===== src/rtl/auxsar_pkg.sv =====
package auxsar_pkg;

    typedef enum logic [1:0] {
        SEQ_IDLE  = 2'd0,
        SEQ_CONV  = 2'd1,
        SEQ_SHIFT = 2'd2
    } seq_state_t;

    typedef struct packed {
        logic start;
        logic step;
        logic load;
        logic shift;
    } seq_ctl_t;

    function automatic int unsigned cnt_width(int unsigned n);
        return (n <= 1) ? 1 : $clog2(n);
    endfunction

endpackage


===== src/rtl/auxsar_bit_timer.sv =====
module auxsar_bit_timer #(
    parameter int HALF_DIV = 24,
    parameter int CNT_W    = 6
) (
    input  logic             clk,
    input  logic             rst,
    input  logic             clr,
    output logic [CNT_W-1:0] cnt_o,
    output logic             bit_end_o,
    output logic             high_half_o
);
    localparam int BIT_CYC = 2 * HALF_DIV;

    logic [CNT_W-1:0] cnt_q;

    always_ff @(posedge clk) begin
        if (rst || clr) begin
            cnt_q <= '0;
        end else if (cnt_q == CNT_W'(BIT_CYC - 1)) begin
            cnt_q <= '0;
        end else begin
            cnt_q <= cnt_q + 1'b1;
        end
    end

    assign cnt_o       = cnt_q;
    assign bit_end_o   = (cnt_q == CNT_W'(BIT_CYC - 1));
    assign high_half_o = (cnt_q >= CNT_W'(HALF_DIV));

endmodule


===== src/rtl/auxsar_chan_latch.sv =====
module auxsar_chan_latch #(
    parameter int SEL_W = 2
) (
    input  logic             clk,
    input  logic             rst,
    input  logic             load,
    input  logic [SEL_W-1:0] pin_sel,
    input  logic [SEL_W-1:0] reg_sel,
    input  logic             ovr,
    output logic [SEL_W-1:0] ch_o
);
    logic [SEL_W-1:0] ch_q;
    logic [SEL_W-1:0] pick;

    assign pick = ovr ? reg_sel : pin_sel;

    always_ff @(posedge clk) begin
        if (rst) begin
            ch_q <= '0;
        end else if (load) begin
            ch_q <= pick;
        end
    end

    assign ch_o = ch_q;

endmodule


===== src/rtl/auxsar_sar_core.sv =====
module auxsar_sar_core #(
    parameter int RES_W = 8
) (
    input  logic             clk,
    input  logic             rst,
    input  logic             clr,
    input  logic             start,
    input  logic             step,
    input  logic             cmp_i,
    output logic [RES_W-1:0] trial_o,
    output logic [RES_W-1:0] decided_o,
    output logic             last_o
);
    localparam logic [RES_W-1:0] TOP_BIT = {1'b1, {(RES_W-1){1'b0}}};

    logic [RES_W-1:0] trial_q;
    logic [RES_W-1:0] mask_q;
    logic [RES_W-1:0] kept;
    logic [RES_W-1:0] mask_nx;

    always_comb begin
        kept    = cmp_i ? trial_q : (trial_q & ~mask_q);
        mask_nx = mask_q >> 1;
    end

    always_ff @(posedge clk) begin
        if (rst || clr) begin
            trial_q <= '0;
            mask_q  <= '0;
        end else if (start) begin
            trial_q <= TOP_BIT;
            mask_q  <= TOP_BIT;
        end else if (step) begin
            trial_q <= kept | mask_nx;
            mask_q  <= mask_nx;
        end
    end

    assign trial_o   = trial_q;
    assign decided_o = kept;
    assign last_o    = mask_q[0];

endmodule


===== src/rtl/auxsar_shifter.sv =====
module auxsar_shifter #(
    parameter int RES_W = 8
) (
    input  logic             clk,
    input  logic             rst,
    input  logic             clr,
    input  logic             load,
    input  logic [RES_W-1:0] load_val,
    input  logic             shift,
    output logic             bit_o,
    output logic             last_o
);
    localparam int REM_W = auxsar_pkg::cnt_width(RES_W + 1);

    logic [RES_W-1:0] sh_q;
    logic [REM_W-1:0] rem_q;

    always_ff @(posedge clk) begin
        if (rst || clr) begin
            sh_q  <= '0;
            rem_q <= '0;
        end else if (load) begin
            sh_q  <= load_val;
            rem_q <= REM_W'(RES_W);
        end else if (shift) begin
            sh_q  <= {sh_q[RES_W-2:0], 1'b0};
            rem_q <= (rem_q == '0) ? rem_q : rem_q - 1'b1;
        end
    end

    assign bit_o  = sh_q[RES_W-1];
    assign last_o = (rem_q == REM_W'(1));

endmodule


===== src/rtl/auxsar_ctrl.sv =====
module auxsar_ctrl
    import auxsar_pkg::*;
#(
    parameter int RES_W    = 8,
    parameter int SEL_W    = 2,
    parameter int HALF_DIV = 24
) (
    input  logic             clk,
    input  logic             rst,
    input  logic             conv_en_i,
    input  logic [SEL_W-1:0] sel_pin_i,
    input  logic [SEL_W-1:0] sel_reg_i,
    input  logic             sel_ovr_i,
    input  logic             cmp_i,
    output logic [SEL_W-1:0] ch_sel_o,
    output logic [RES_W-1:0] dac_code_o,
    output logic             ser_dout_o,
    output logic             ser_clk_o
);
    localparam int BIT_CYC = 2 * HALF_DIV;
    localparam int CNT_W   = cnt_width(BIT_CYC);

    seq_state_t       state_q, state_d;
    seq_ctl_t         ctl;
    logic             start_w;
    logic [CNT_W-1:0] bit_cnt_w;
    logic             bit_end;
    logic             high_half;
    logic             timer_clr;
    logic [RES_W-1:0] trial;
    logic [RES_W-1:0] decided;
    logic             sar_last;
    logic             sh_bit;
    logic             sh_last;

    always_comb begin
        state_d = state_q;
        ctl     = '0;
        if (!conv_en_i) begin
            state_d = SEQ_IDLE;
        end else begin
            case (state_q)
                SEQ_IDLE: begin
                    ctl.start = 1'b1;
                    state_d   = SEQ_CONV;
                end
                SEQ_CONV: begin
                    if (bit_end) begin
                        ctl.step = 1'b1;
                        if (sar_last) begin
                            ctl.load = 1'b1;
                            state_d  = SEQ_SHIFT;
                        end
                    end
                end
                SEQ_SHIFT: begin
                    if (bit_end) begin
                        ctl.shift = 1'b1;
                        if (sh_last) begin
                            ctl.start = 1'b1;
                            state_d   = SEQ_CONV;
                        end
                    end
                end
                default: state_d = SEQ_IDLE;
            endcase
        end
    end

    always_ff @(posedge clk) begin
        if (rst) begin
            state_q <= SEQ_IDLE;
        end else begin
            state_q <= state_d;
        end
    end

    assign start_w   = ctl.start;
    assign timer_clr = !conv_en_i || (state_q == SEQ_IDLE);

    auxsar_bit_timer #(
        .HALF_DIV (HALF_DIV),
        .CNT_W    (CNT_W)
    ) u_timer (
        .clk         (clk),
        .rst         (rst),
        .clr         (timer_clr),
        .cnt_o       (bit_cnt_w),
        .bit_end_o   (bit_end),
        .high_half_o (high_half)
    );

    auxsar_chan_latch #(
        .SEL_W (SEL_W)
    ) u_chan (
        .clk     (clk),
        .rst     (rst),
        .load    (ctl.start),
        .pin_sel (sel_pin_i),
        .reg_sel (sel_reg_i),
        .ovr     (sel_ovr_i),
        .ch_o    (ch_sel_o)
    );

    auxsar_sar_core #(
        .RES_W (RES_W)
    ) u_sar (
        .clk       (clk),
        .rst       (rst),
        .clr       (!conv_en_i),
        .start     (ctl.start),
        .step      (ctl.step),
        .cmp_i     (cmp_i),
        .trial_o   (trial),
        .decided_o (decided),
        .last_o    (sar_last)
    );

    auxsar_shifter #(
        .RES_W (RES_W)
    ) u_shift (
        .clk      (clk),
        .rst      (rst),
        .clr      (!conv_en_i),
        .load     (ctl.load),
        .load_val (decided),
        .shift    (ctl.shift),
        .bit_o    (sh_bit),
        .last_o   (sh_last)
    );

    assign dac_code_o = (state_q == SEQ_CONV) ? trial : '0;
    assign ser_clk_o  = (state_q == SEQ_SHIFT) && high_half;
    assign ser_dout_o = (state_q == SEQ_SHIFT) && sh_bit;

endmodule


===== config.mk =====
export PLATFORM = sky130hd
export DESIGN_NAME = auxsar_ctrl
export DESIGN_NICKNAME = d
export VERILOG_FILES = /design/src/rtl/auxsar_pkg.sv /design/src/rtl/auxsar_bit_timer.sv /design/src/rtl/auxsar_chan_latch.sv /design/src/rtl/auxsar_sar_core.sv /design/src/rtl/auxsar_shifter.sv /design/src/rtl/auxsar_ctrl.sv
export SDC_FILE = /design/constraint.sdc
export NUM_CORES = 1
export LEC_CHECK = 0
export BUFFER_PORTS_ARGS = -buffer_cell sky130_fd_sc_hd__buf_2
export CAP_MARGIN = 25
export CORE_ASPECT_RATIO = 0.9
export CORE_MARGIN = 4
export CORE_UTILIZATION = 40
export DETAILED_ROUTE_END_ITERATION = 7
export GPL_ROUTABILITY_DRIVEN = 1
export PLACE_DENSITY = 0.67
export SYNTH_ARGS = -nofsm -noshare
export SYNTH_HDL_FRONTEND = slang
export SYNTH_HIERARCHICAL = 1
export SYNTH_SLANG_ARGS = --single-unit

===== constraint.sdc =====
create_clock -name clk -period 5.4 [get_ports clk]
set_clock_uncertainty 0.15 [all_clocks]
set_input_delay 0.54 -clock clk [delete_from_list [all_inputs] [get_ports clk]]
set_output_delay 0.54 -clock clk [all_outputs]
set_load 0.02 [all_outputs]

==> impl_metrics.env <==
export IMPL_reg2reg_to="u_sar/trial_o[2]"
export IMPL_cts_tree="done"
export IMPL_setup_viol=0
export IMPL_io_pin_count=21
export IMPL_ant_nets=0
export IMPL_p_per_area_nw_per_um2=288
export IMPL_max_freq_mhz=390
export IMPL_holdWs_ps=329
export IMPL_vias=1457
export IMPL_synth_mux_area_share_pct=5.98
export IMPL_slew_headroom_pct=49.5
export IMPL_gp_congestion=0.758
export IMPL_rsz0062_at_grt="false"
export IMPL_grt_start_max_net_pins=16
export IMPL_dp_slack_ps=2860
export IMPL_synthSimpleGateAreaFrac_pct=23.4
export IMPL_n_antenna_cell=0
export IMPL_cts_buffers_inserted=5
export IMPL_yosysSeqAreaShare_pct=41.8
export IMPL_synth_largest_type_area_fraction_pct=41.8
export IMPL_routed_via_density=4.96
export IMPL_synth_edff_count=0
export IMPL_ctsHoldBuffers=0
export IMPL_netlist_instances=211
export IMPL_area_delta_synth_final_pct=15.2
export IMPL_rr_worst_depth=7
export IMPL_worstSetupPathType="reg -> reg"
export IMPL_post_cts_resized_instances=0
export IMPL_root_buffer="clkbuf_8"
export IMPL_crit_path_start_kind="register"
export IMPL_die_area_sq_um=5700
export IMPL_drc_errors=0
export IMPL_final_max_slew_viol_count=0
export IMPL_ir_drop_mv=0.171
export IMPL_fin_util_pct=47.4
export IMPL_synth_commonest_cells="38 x dfxtp_1, 30 x nand2_1, 26 x a21oi_1"
export IMPL_required_ps=5440
export IMPL_worst_slew_pin_slew_ps=752
export IMPL_end_kind="register"
export IMPL_fin_tns_setup_ps=0
export IMPL_synth_cell_area_sq_um=1820
export IMPL_dr_pass1_iters=4
export IMPL_yosys_area_top_type="dfxtp_1"
export IMPL_synth_most_common_cell="dfxtp_1"
export IMPL_grt_pass1_vias=1305
export IMPL_leakagePower_nw=0.866
export IMPL_maxCapViolCount=0
export IMPL_synthDistinctLibCells=49
export IMPL_arrival_ps=2600
export IMPL_die_x_um=79.1
export IMPL_fin_nets=244
export IMPL_reg2reg_from="u_timer/cnt_o[0]"
export IMPL_syn_nets=224
export IMPL_wl_per_cell_um=11.9
export IMPL_drive_gt1_share_pct=21.1
export IMPL_async_flop_share_pct=0
export IMPL_ys_top_cells_by_area="dfxtp_1 42%, a21oi_1 7.1%, nand2_1 6.2%"
export IMPL_crit_start="u_timer/cnt_o[0]"
export IMPL_antenna_found_initial=0
export IMPL_core_area_sq_um=4430
export IMPL_grt_pass1_wl_um=5850
export IMPL_synth_avg_cell_area_sq_um=8.63
export IMPL_die_y_um=72.0
export IMPL_start_util_pct=41.1
export IMPL_critPathCapture="u_sar/trial_o[2]"
export IMPL_min_period_over_period_pct=47.4
export IMPL_synth_flop_cell="dfxtp_1"
export IMPL_ys_ff_latch=38
export IMPL_cts_setup_buffers=0
export IMPL_dp_final_hpwl_um=2430
export IMPL_finalHoldViolations=0
export IMPL_synth_compound_area_share_pct=19.3
export IMPL_cts_max_path_buffers=2
export IMPL_port_buffers=20
export IMPL_num_rows=23
export IMPL_fin_crit_ps=2560
export IMPL_rrSetupSlack_ps=2840
export IMPL_outcome="completed"
export IMPL_htreeDepth=2
export IMPL_grt_total_usage_pct=13.2
export IMPL_clk_pin_slew_ps=70
export IMPL_min_path_type="reg -> reg"
export IMPL_grt_ovfl_total=0
export IMPL_insertion_delay_ps=300
export IMPL_clkSinkCount=38
export IMPL_setup_slack_ps=2840
export IMPL_synth_xor_area_share_pct=1.44
export IMPL_drt_initial_drc_count=60
export IMPL_yosysWarnings=6
export IMPL_route_final_wire_length_um=3500
export IMPL_path_max_fanout=14
export IMPL_synth_top_family_by_area="simple AND/OR/NAND/NOR gates"
export IMPL_synthAdderAreaFrac_pct=2.75
worst min path at each step:
stage / startpoint / cells after the start / endpoint
floorplan: u_timer/cnt_o[0] / 1 / u_timer/cnt_o[0]
global placement: u_timer/cnt_o[0] / 1 / u_timer/cnt_o[0]
detailed placement: u_timer/cnt_o[0] / 1 / u_timer/cnt_o[0]
CTS: u_timer/cnt_o[0] / 1 / u_timer/cnt_o[0]
global route: u_chan/ch_o[0] / 2 / u_chan/ch_o[0]
finish: u_timer/cnt_o[0] / 1 / u_timer/cnt_o[0]
stage by stage:
stage | cells | area (sq um) | total power [mW]
floorplan | 211 | 1820 | 0.310
global placement | 286 | 1960 | 0.319
detailed placement | 286 | 1960 | 0.319
CTS | 294 | 2100 | 0.613
global route | 294 | 2100 | 0.626
finish | 294 | 2100 | 0.604
report_power, final:
group / internal [mW] / total, mW / switching [mW]
registers: 0.283 / 0.286 / 0.00258
logic: 0.0108 / 0.0266 / 0.0159
clock network: 0.185 / 0.292 / 0.107
state kept, by name, indices dropped and copies added (netlist names):
signal	flops
state_q	2
u_sar/trial_o	8
u_shift/sh_q	8
u_sar/mask_q	8
u_shift/rem_q	4
u_chan/ch_o	2
u_timer/cnt_o	6
cells in the final DEF (no fill, tap or decap), types with 2 or more instances in the layout:
cell	instances
mux2_2	7
o21ba_1	4
inv_1	15
bufinv_16	2
a21boi_0	2
nor3_1	5
a211oi_1	2
o21ai_0	9
clkbuf_8	5
o21ba_2	3
or2b_1	2
nor2_1	11
nand2_1	30
and3b_1	2
xor2_1	2
and2_1	9
buf_2	20
mux2i_1	3
nor3b_1	3
ha_1	4
and4b_1	2
a21oi_1	26
dfxtp_1	38
logic make-up (layout without fill, tap and decap cells):
logic type / count (synthesis) / count (layout)
buffers and inverters: 23 / 44
AND/OR/NAND/NOR: 79 / 79
XOR/XNOR: 3 / 3
adder cells (fa/ha/maj): 4 / 4
flip-flops: 38 / 38
multiplexers: 10 / 10
AO/OA/AOI/OAI: 54 / 54
area by class of cell:
class | count | area (sq um)
fill | 451 | 2330
multi-input combinational | 150 | 963
sequential | 38 | 761
timing repair buffer | 20 | 100
tap | 62 | 77.6
clock buffer | 5 | 68.8
clock inverter | 3 | 68.8
inverter | 16 | 60.1
per-layer routing:
layer	up-vias	wire length (um)	track usage [%]
met2	19	1510	19.7
met1	666	1790	17.3
met4	0	86	7.44
met3	8	113	3.35
met5	-	0	0
li1	764	-	-
worst max-delay path, stage by stage, from the launching register on:
cell and delay (ps):
dfxtp_1 390, ha_1 210, nand3_1 150, nor2_1 250
a21boi_0 190, nor3_1 620, or3_4 340, o21ba_2 170
(Power assumes the default switching activity.)
